**src/rtl/ide_win_pkg.sv**
```systemverilog
package ide_win_pkg;

    localparam int BUS_W = 32;

    typedef enum logic [1:0] {
        ACC_BYTE = 2'd0,
        ACC_HALF = 2'd1,
        ACC_WORD = 2'd2,
        ACC_RSVD = 2'd3
    } acc_size_e;

    typedef enum logic [1:0] {
        TGT_NONE     = 2'd0,
        TGT_TASKFILE = 2'd1,
        TGT_CONTROL  = 2'd2,
        TGT_DATA     = 2'd3
    } target_e;

    typedef struct packed {
        target_e    tgt;
        logic [2:0] reg_idx;
        logic       wide;
    } route_t;

    // All-ones read value for an access that lands on no register.
    function automatic logic [BUS_W-1:0] ones_fill(input acc_size_e sz);
        case (sz)
            ACC_BYTE: ones_fill = 32'h0000_00FF;
            ACC_HALF: ones_fill = 32'h0000_FFFF;
            default:  ones_fill = 32'hFFFF_FFFF;
        endcase
    endfunction

endpackage

```
**src/rtl/ide_win_decode.sv**
```systemverilog
module ide_win_decode
    import ide_win_pkg::*;
#(
    parameter int ADDR_W      = 12,
    parameter int STRIDE_LOG2 = 4,
    parameter int CTRL_SLOT_A = 8,
    parameter int CTRL_SLOT_B = 22,
    parameter int TF_FIRST    = 1,
    parameter int TF_LAST     = 7
) (
    input  logic [ADDR_W-1:0] addr,
    input  acc_size_e         size,
    output route_t            route
);
    localparam int SLOT_W = ADDR_W - STRIDE_LOG2;

    logic [SLOT_W-1:0] slot;
    logic [3:0]        low_unused;

    assign slot       = addr[ADDR_W-1:STRIDE_LOG2];
    assign low_unused = addr[STRIDE_LOG2-1:0];

    always_comb begin
        route = '{tgt: TGT_NONE, reg_idx: 3'd0, wide: 1'b0};
        case (size)
            ACC_BYTE: begin
                if (int'(slot) >= TF_FIRST && int'(slot) <= TF_LAST) begin
                    route.tgt     = TGT_TASKFILE;
                    route.reg_idx = slot[2:0];
                end else if (int'(slot) == CTRL_SLOT_A || int'(slot) == CTRL_SLOT_B) begin
                    route.tgt = TGT_CONTROL;
                end
            end
            ACC_HALF, ACC_WORD: begin
                if (slot == '0) begin
                    route.tgt  = TGT_DATA;
                    route.wide = (size == ACC_WORD);
                end
            end
            default: route = '{tgt: TGT_NONE, reg_idx: 3'd0, wide: 1'b0};
        endcase
    end

    // Offset within a slot never influences routing.
    logic unused_ok;
    assign unused_ok = ^low_unused;

endmodule

```
**src/rtl/ide_win_swap.sv**
```systemverilog
module ide_win_swap #(
    parameter int BYTES = 4
) (
    input  logic [BYTES*8-1:0] din,
    output logic [BYTES*8-1:0] dout
);
    for (genvar b = 0; b < BYTES; b++) begin : g_lane
        assign dout[b*8 +: 8] = din[(BYTES-1-b)*8 +: 8];
    end
endmodule

```
**src/rtl/ide_win_rdret.sv**
```systemverilog
module ide_win_rdret
    import ide_win_pkg::*;
(
    input  logic             clk,
    input  logic             rst,
    input  logic             rd,
    input  logic [BUS_W-1:0] fmt_data,
    output logic [BUS_W-1:0] rdata,
    output logic             rvalid
);
    always_ff @(posedge clk) begin
        if (rst) begin
            rdata  <= '0;
            rvalid <= 1'b0;
        end else begin
            rvalid <= rd;
            if (rd) rdata <= fmt_data;
        end
    end

    a_r10_valid_follows_read: assert property (@(posedge clk) disable iff (rst)
        rd |=> rvalid);
    a_r10_no_spurious_valid: assert property (@(posedge clk) disable iff (rst)
        !rd |=> !rvalid);
    a_r10_data_holds: assert property (@(posedge clk) disable iff (rst)
        !rd |=> $stable(rdata));
endmodule

```
**src/rtl/ide_win_bridge.sv**
```systemverilog
module ide_win_bridge
    import ide_win_pkg::*;
#(
    parameter int ADDR_W      = 12,
    parameter int STRIDE_LOG2 = 4,
    parameter int CTRL_SLOT_A = 8,
    parameter int CTRL_SLOT_B = 22
) (
    input  logic              clk,
    input  logic              rst,
    input  logic [ADDR_W-1:0] host_addr,
    input  logic [1:0]        host_size,
    input  logic              host_rd,
    input  logic              host_wr,
    input  logic [31:0]       host_wdata,
    output logic [31:0]       host_rdata,
    output logic              host_rvalid,
    output logic [2:0]        dev_reg_idx,
    output logic              dev_cb_rd,
    output logic              dev_cb_wr,
    output logic              dev_alt_rd,
    output logic              dev_ctl_wr,
    output logic              dev_dat_rd,
    output logic              dev_dat_wr,
    output logic              dev_dat_wide,
    output logic [31:0]       dev_wdata,
    input  logic [31:0]       dev_rdata
);
    localparam int SLOT_W = ADDR_W - STRIDE_LOG2;

    acc_size_e size_e;
    route_t    route;

    assign size_e = acc_size_e'(host_size);

    ide_win_decode #(
        .ADDR_W(ADDR_W), .STRIDE_LOG2(STRIDE_LOG2),
        .CTRL_SLOT_A(CTRL_SLOT_A), .CTRL_SLOT_B(CTRL_SLOT_B),
        .TF_FIRST(1), .TF_LAST(7)
    ) u_dec (
        .addr(host_addr), .size(size_e), .route(route)
    );

    // Byte reversal at both widths, both directions.
    logic [15:0] wr_sw16, rd_sw16;
    logic [31:0] wr_sw32, rd_sw32;

    ide_win_swap #(.BYTES(2)) u_wr16 (.din(host_wdata[15:0]), .dout(wr_sw16));
    ide_win_swap #(.BYTES(4)) u_wr32 (.din(host_wdata),       .dout(wr_sw32));
    ide_win_swap #(.BYTES(2)) u_rd16 (.din(dev_rdata[15:0]),  .dout(rd_sw16));
    ide_win_swap #(.BYTES(4)) u_rd32 (.din(dev_rdata),        .dout(rd_sw32));

    // Register-side strobes, same cycle as the host strobe.
    assign dev_cb_rd    = host_rd && (route.tgt == TGT_TASKFILE);
    assign dev_cb_wr    = host_wr && (route.tgt == TGT_TASKFILE);
    assign dev_alt_rd   = host_rd && (route.tgt == TGT_CONTROL);
    assign dev_ctl_wr   = host_wr && (route.tgt == TGT_CONTROL);
    assign dev_dat_rd   = host_rd && (route.tgt == TGT_DATA);
    assign dev_dat_wr   = host_wr && (route.tgt == TGT_DATA);
    assign dev_dat_wide = route.wide;
    assign dev_reg_idx  = route.reg_idx;

    always_comb begin
        if (route.tgt == TGT_DATA)
            dev_wdata = route.wide ? wr_sw32 : {16'h0, wr_sw16};
        else
            dev_wdata = {24'h0, host_wdata[7:0]};
    end

    logic [31:0] rd_fmt;
    always_comb begin
        case (route.tgt)
            TGT_NONE:     rd_fmt = ones_fill(size_e);
            TGT_DATA:     rd_fmt = route.wide ? rd_sw32 : {16'h0, rd_sw16};
            default:      rd_fmt = {24'h0, dev_rdata[7:0]};
        endcase
    end

    ide_win_rdret u_ret (
        .clk(clk), .rst(rst), .rd(host_rd), .fmt_data(rd_fmt),
        .rdata(host_rdata), .rvalid(host_rvalid)
    );

    logic [SLOT_W-1:0] host_slot;
    assign host_slot = host_addr[ADDR_W-1:STRIDE_LOG2];

    a_r11_single_strobe: assert property (@(posedge clk) disable iff (rst)
        !(host_rd && host_wr) |->
            $onehot0({dev_cb_rd, dev_cb_wr, dev_alt_rd, dev_ctl_wr, dev_dat_rd, dev_dat_wr}));
    a_r2_cb_idx_nonzero: assert property (@(posedge clk) disable iff (rst)
        (dev_cb_rd || dev_cb_wr) |-> (dev_reg_idx != 3'd0));
    a_r4_data_at_slot0: assert property (@(posedge clk) disable iff (rst)
        (dev_dat_rd || dev_dat_wr) |-> (host_slot == '0));
    a_r8_rsvd_write_silent: assert property (@(posedge clk) disable iff (rst)
        (host_wr && host_size == 2'd3) |-> !(dev_cb_wr || dev_ctl_wr || dev_dat_wr));
    a_r7_unmapped_byte_read: assert property (@(posedge clk) disable iff (rst)
        (host_rd && host_size == 2'd0 && !dev_cb_rd && !dev_alt_rd) |=>
            (host_rdata == 32'h0000_00FF));
endmodule

```
**config.mk**
```make
export PLATFORM = sky130hd
export DESIGN_NAME = ide_win_bridge
export DESIGN_NICKNAME = d
export VERILOG_FILES = /design/src/rtl/ide_win_pkg.sv /design/src/rtl/ide_win_decode.sv /design/src/rtl/ide_win_swap.sv /design/src/rtl/ide_win_rdret.sv /design/src/rtl/ide_win_bridge.sv
export SDC_FILE = /design/constraint.sdc
export NUM_CORES = 1
export LEC_CHECK = 0
export ABC_AREA = 0
export BUFFER_PORTS_ARGS = -buffer_cell sky130_fd_sc_hd__buf_2
export CAP_MARGIN = 20
export CORE_ASPECT_RATIO = 2
export CORE_MARGIN = 3
export CORE_UTILIZATION = 38
export DETAILED_ROUTE_END_ITERATION = 10
export MAX_ROUTING_LAYER = met4
export PLACE_DENSITY_LB_ADDON = 0.05
export SLEW_MARGIN = 40
export SYNTH_ARGS = -nofsm -noshare
export SYNTH_HDL_FRONTEND = slang
export SYNTH_SLANG_ARGS = --single-unit
export TNS_END_PERCENT = 5
```
**constraint.sdc**
```tcl
create_clock -name clk -period 1.8 [get_ports clk]
set_clock_uncertainty 0.1 [all_clocks]
set_input_delay 0 -clock clk [delete_from_list [all_inputs] [get_ports clk]]
set_output_delay 0 -clock clk [all_outputs]
set_load 0.005 [all_outputs]
```
# Yosys cells after proc, flatten, opt, wreduce, memory -nomap -nowiden
# Index checks and enable logic that the tools add are counted.
[word_totals]
register_bits = 33
in_bits = 82
out_inout_bits = 75
[classes]
n_lt_le_gt_ge = 2
eq_ne = 7
mux = 13
n_reduce_logical = 12
[ops]
columns = ["cell", "count"]
rows = [
  ["one-hot mux 32 bit (2 select lines)", 2],
  ["two-way mux 32 bit", 3],
  ["== test 8 x 5 -> 1 bit (second input constant)", 1],
  ["== test 8 x 6 -> 1 bit (second input constant)", 1],
  ["greater-or-equal comparator 8 x 1 -> 1 bit (second input constant)", 1],
  ["<= comparator 8 x 3 -> 1 bit (second input constant)", 1],
  ["logical NOT 8 bit", 1],
  ["logical AND 1 bit", 7],
  ["== test 2 bit (second input constant)", 3],
  ["two-way mux 2 bit", 3],
  ["two-way mux 3 bit", 2],
  ["== test 2 x 1 -> 1 bit (second input constant)", 2],
  ["logical NOT 2 bit", 2],
  ["one-hot mux 2 bit (2 select lines)", 1],
  ["two-way mux 1 bit", 2],
  ["OR reduction 2 bit", 1],
  ["logical OR 1 bit", 1],
]

# Logic depth before layout (Yosys ltp)
[logic_depth]
depth_word = 7
ltp_mapped = 8

# Hierarchy
# A second synthesis with hierarchy kept.
[hier_totals]
cells_unflattened = 391
area_unflattened_um2 = 3215.6
[by_module_without_submodules]
columns = ["module", "instances", "cells_per_inst", "area_per_inst_um2", "seq_area_each_um2"]
rows = [
  ["ide_win_rdret", 1, 106, 1202.4, 660.6],
  ["ide_win_bridge", 1, 167, 1121.1, 0.0],
  ["ide_win_swap (u_rd32 ...)", 2, 32, 240.2, 0.0],
  ["ide_win_swap (u_rd16 ...)", 2, 16, 120.1, 0.0],
  ["ide_win_decode", 1, 22, 171.4, 0.0],
]

# Worst setup path before layout
# OpenSTA, ideal clock, no wires.
[synth_timing]
path_kind = "input to register"
startpoint = "input host_size[0]"
endpoint = "register u_ret.rdata[25]"
setup_time_ns = 0.132
arrival_ns = 1.544
t_required_ns = 1.568
slack_ns = 0.024
path_stages = 7
cell_sequence = "inv_1 ha_1 or4b_4 o41a_4 buf_6 a21oi_1 o31ai_2"
[synth_via]
elab_chain_len = 5
elab_cells_between_ends = 12
classes_between = "3 x eq/ne; 6 x mux; 3 x reduce/logical"
[synth_lines]
columns = ["item", "line", "source"]
rows = [
  ["start: declaration", "ide_win_bridge.sv:12", "input logic [1:0] host_size,"],
  ["== test 2 x 1 -> 1 bit / == test 2 bit (equally long branches)", "ide_win_pkg.sv:27, ide_win_decode.sv:25, ide_win_decode.sv:37", ""],
  ["OR reduction 2 bit / two-way mux 1 bit (equally long branches)", "ide_win_decode.sv:25, ide_win_decode.sv:35", ""],
  ["one-hot mux 2 bit (2 select lines) / two-way mux 1 bit (equally long branches)", "ide_win_decode.sv:25", "case (size)"],
  ["== test 2 bit (tied with other cells)", "ide_win_bridge.sv:72", "case (route.tgt)"],
  ["one-hot mux 32 bit (2 select lines) (*)", "ide_win_bridge.sv:72", ""],
  ["end signal: assignment", "ide_win_rdret.sv:17", "if (rd) rdata <= fmt_data;"],
  ["end: declaration", "ide_win_rdret.sv:8", "output logic [BUS_W-1:0] rdata,"],
]
# Mark *: on every way between the ends. The rest lies on a longest branch, timed or not.
# A chain may end at the register's enable or synchronous reset.

# Worst setup path after layout
[layout_timing]
startpoint = "input host_size[1]"
endpoint = "output dev_wdata[25]"
[layout_via]
elab_chain_len = 5
elab_cells_between_ends = 10
classes_between = "3 x eq/ne; 5 x mux; 2 x reduce/logical"
[layout_lines]
columns = ["item", "line", "source"]
rows = [
  ["== test 2 x 1 -> 1 bit / == test 2 bit (equally long branches)", "ide_win_decode.sv:25, ide_win_decode.sv:37", ""],
  ["OR reduction 2 bit / two-way mux 1 bit (equally long branches)", "ide_win_decode.sv:25, ide_win_decode.sv:35", ""],
  ["one-hot mux 2 bit (2 select lines) / two-way mux 1 bit (equally long branches)", "ide_win_decode.sv:25", ""],
  ["== test 2 bit / two-way mux 32 bit (equally long branches)", "ide_win_bridge.sv:64, ide_win_bridge.sv:65", ""],
  ["two-way mux 32 bit (*)", "ide_win_bridge.sv:64", "if (route.tgt == TGT_DATA)"],
  ["end: declaration", "ide_win_bridge.sv:26", "output logic [31:0] dev_wdata,"],
]
# Marked as above.

==> results.txt <==
----------------------------------------------------
[Status]
  Status ... complete, but fails checks
  Violated checks ... negative setup slack

[Global route]
  Number of global-route vias before repair ... 2732
  Maximum number of pins on one net before global-route repair ... 33
  Overflow after GRT ... 0
  First-pass GRT wire length ... 12.8 mm
  Global-route total usage across every layer ... 25.2%
  Number of antenna violations at the first check in global routing ... 0

[STA]
  Setup TNS ... -0.0148 ns
  Count of final setup violators ... 2
  Worst-margin pin slew ... 0.821 ns
  Final number of hold-violating endpoints ... 0
  Pins Over Slew Limit ... 0
  Highest clock frequency the design can meet ... 553 MHz
  Max-slew headroom ... 45.1%
  Final worst path period share ... 101%
  RSZ-0062 raised after global routing ... yes
  Worst setup margin ... -0.00969 ns
  Post-layout min period ... 1.81 ns

[Synth]
  Netlist area before placement ... 0.00223 mm²
  Sequential area share after synthesis ... 29.6%
  Number of synthesized register bits ... 33
  Top cells by count, synth ... sky130_fd_sc_hd__dfxtp_1 (33), sky130_fd_sc_hd__nand2_1 (32), sky130_fd_sc_hd__a21oi_1 (24), sky130_fd_sc_hd__nor2_1 (22), sky130_fd_sc_hd__and2_1 (18)
  Asr flop ratio synth ... 0%
  Area share of the leading cell type in the synthesized netlist ... 29.6%
  Post-Synthesis Mean Instance Area ... 8.15 µm²
  Main synth FF type ... sky130_fd_sc_hd__dfxtp_1
  Largest cells by area after synthesis ... sky130_fd_sc_hd__dfxtp_1 (30%), sky130_fd_sc_hd__mux2i_1 (7.2%), sky130_fd_sc_hd__a21oi_1 (5.4%)
  Count leader, synth ... sky130_fd_sc_hd__dfxtp_1
  Net Count, Synth ... 360
  Syn Inst Count ... 274
  Number of enable-type register cells in the synthesized netlist ... 0
  Area leader, netlist ... sky130_fd_sc_hd__dfxtp_1
  Post-synthesis cell type count ... 38
  Syn. warnings ... 0

[Clock tree]
  H-tree depth ... 2
  Root buffer cell ... sky130_fd_sc_hd__clkbuf_8
  Inserted Clock Buffers ... 5
  Clock Tree Buf Depth ... 2
  CTS clock-pin slew for the worst setup and hold paths ... 0.07 ns
  # clock sinks ... 33
  TritonCTS clock tree ... done
  Skew-Pair Late Insertion Delay ... 0.28 ns

[Route]
  Per-cell routed wire length ... 16.5 µm
  First drt pass iteration count ... 4
  DRC viols ... 0
  Via density per instance ... 5.28
  Post-DRT Antenna Nets ... 0
  Total detailed-routing wirelength ... 8.50 mm
  Via count ... 2718
  Starting DRC count in detailed routing ... 73

[Critical path]
  Internal reg-to-reg setup slack ... 0.90 ns
  Logic depth of the worst register-to-register path ... 3
  Critical setup path kind ... input pin to output port
  Reg-to-reg critical path endpoint ... u_ret.rdata[9]$_SDFFE_PP0P_
  Element type at the critical path end ... output port
  Critical path data arrival time ... 1.71 ns
  Launching point of the worst reg2reg path ... u_ret.rdata[9]$_SDFFE_PP0P_
  Data required time of the worst path ... 1.70 ns
  Maximum fanout encountered on the critical timing path ... 17
  Startpoint class of the critical path ... input pin
  Worst setup path endpoint ... dev_wdata[25]
  Launch point of the worst path ... host_size[1]

[Die]
  Overall die area ... 0.00689 mm²
  Row count ... 38
  Die height ... 114 µm
  Core region area ... 0.00556 mm²
  Top-level port count ... 157
  Width of the die ... 60.2 µm
  Starting density of the core ... 40.1%

[Placement]
  IO buf count ... 152
  Routability-driven placement congestion ratio ... 0.829
  Number of placed instances with taps included ... 491
  HPWL reported at the end of detailed placement ... 6.54 mm
  Placement-stage worst setup slack ... -0.231 ns

[Final layout]
  Fraction of layout instances using a drive strength above 1 ... 48.1%
  Count of antenna diodes in the layout ... 0
  Synthesis-to-finish area growth ... 57.3%
  Final non-filler cell total ... 515
  Final design utilization ... 63.2%
  Filler Cells Inserted ... 514
  Nets@finish ... 540

[Pwr]
  Power density over the cells ... 604 mW/mm²
  Worst vdd rail ir drop ... 0.514 mV
  Leakage power summed over all cells ... 1.78 nW

[Hold path]
  Class of the tightest hold or removal check ... input pin to register

[Job]
  Max_cap viols ... 0

----------------------------------------------------
## power by group
group	switching (W)	internal, W	leakage (nW)
clock network	0.000282	0.000550	0.0681
registers	0.0000241	0.000782	0.274
logic	0.000231	0.000254	1.44
total	0.000537	0.00159	1.78
## timing repair
item                                    4_1_cts  5_1_grt
endpoints found under the setup margin       17       17
hold buffers                                 15        0
hold endpoints to repair                     16        0
resized for setup                             7        1
setup buffers                                 1        0
## sequential cells by signal, indices dropped and copies added (netlist names)
| signal | flops |
|---|---|
| u_ret.rvalid | 1 |
| u_ret.rdata | 32 |
## placed cells by master (no fill, tap or decap), types with 2 or more instances in the layout
cell                            instances
sky130_fd_sc_hd__and3_1                 2
sky130_fd_sc_hd__inv_1                  2
sky130_fd_sc_hd__buf_6                  5
sky130_fd_sc_hd__nor4b_1                5
sky130_fd_sc_hd__buf_2                150
sky130_fd_sc_hd__dfxtp_1               33
sky130_fd_sc_hd__buf_4                 23
sky130_fd_sc_hd__o21ai_0                8
sky130_fd_sc_hd__o31ai_1               12
sky130_fd_sc_hd__or2_2                  9
sky130_fd_sc_hd__clkbuf_8               5
sky130_fd_sc_hd__a21oi_1               24
sky130_fd_sc_hd__a311oi_1               8
sky130_fd_sc_hd__o31ai_2                4
sky130_fd_sc_hd__ha_1                   3
sky130_fd_sc_hd__nor2b_1                9
sky130_fd_sc_hd__mux2_2                 8
sky130_fd_sc_hd__dlygate4sd3_1         15
sky130_fd_sc_hd__buf_12                 2
sky130_fd_sc_hd__and2_1                18
sky130_fd_sc_hd__nor2_1                21
sky130_fd_sc_hd__o211ai_1               9
sky130_fd_sc_hd__mux2i_1               16
sky130_fd_sc_hd__inv_2                  2
sky130_fd_sc_hd__nand2_1               32
sky130_fd_sc_hd__nand3_1                2
sky130_fd_sc_hd__a31oi_1                8
sky130_fd_sc_hd__bufinv_16              2
sky130_fd_sc_hd__nand2b_1               2
## critical path, cell delays in order
cell and delay [ns]:
sky130_fd_sc_hd__buf_6 0.07, sky130_fd_sc_hd__inv_2 0.04, sky130_fd_sc_hd__ha_4 0.25, sky130_fd_sc_hd__or4b_4 0.49, sky130_fd_sc_hd__buf_6 0.14, sky130_fd_sc_hd__nor4_4 0.18, sky130_fd_sc_hd__buf_6 0.16, sky130_fd_sc_hd__buf_12 0.12
sky130_fd_sc_hd__and2_1 0.13, sky130_fd_sc_hd__buf_2 0.11
## through the flow
| stage | hold slack (ns) | total power, W | instance area [µm²] |
|---|---|---|---|
| 6_report | 0.00162 | 0.00212 | 3510 |
| 5_1_grt | 0.0215 | 0.00222 | 3510 |
| 4_1_cts | 0.000383 | 0.00214 | 3510 |
| 3_5_place_dp | 0.187 | 0.00128 | 3190 |
| 3_3_place_gp | 0.184 | 0.00127 | 3180 |
| 2_1_floorplan | -0.00789 | 0.00103 | 2230 |
## layout make-up
| type | count | area, µm² | area share (%) |
|---|---|---|---|
| inverters | 5 | 18.8 | 0.534 |
| well taps | 60 | 75.1 | 2.14 |
| clock inverters | 3 | 65.1 | 1.85 |
| repair buffers | 195 | 1170 | 33.3 |
| flip-flops and latches | 33 | 661 | 18.8 |
| multi-input cells | 214 | 1460 | 41.4 |
| clock buffers | 5 | 68.8 | 1.96 |
## logic make-up (layout without fill, tap and decap cells)
kind of cell	count (synthesis)	count (layout)	synth area share [%]
flops	33	33	29.6
fa+ha+maj	4	4	2.24
buf+inv	27	208	6.27
mux	24	24	11.2
simple gates	107	107	25.9
compound gates	79	79	24.8
## routing by layer
metal | global-route usage, % | wire length [µm]
met5 | - | 0
met3 | 2.93 | 552
met4 | 10.8 | 304
met2 | 47.6 | 4700
met1 | 24.0 | 2940
## worst min path at each step
stage / startpoint / to / depth (start not counted)
finish: dev_rdata[15] / u_ret.rdata[23]$_SDFFE_PP0P_ / 3
global placement: host_wdata[9] / dev_wdata[17] / 3
detailed placement: host_wdata[9] / dev_wdata[17] / 3
global route: dev_rdata[15] / u_ret.rdata[23]$_SDFFE_PP0P_ / 3
CTS: dev_rdata[15] / u_ret.rdata[23]$_SDFFE_PP0P_ / 3
floorplan: host_addr[4] / dev_reg_idx[0] / 2
No activity file was read; power rests on OpenSTA's default activity.
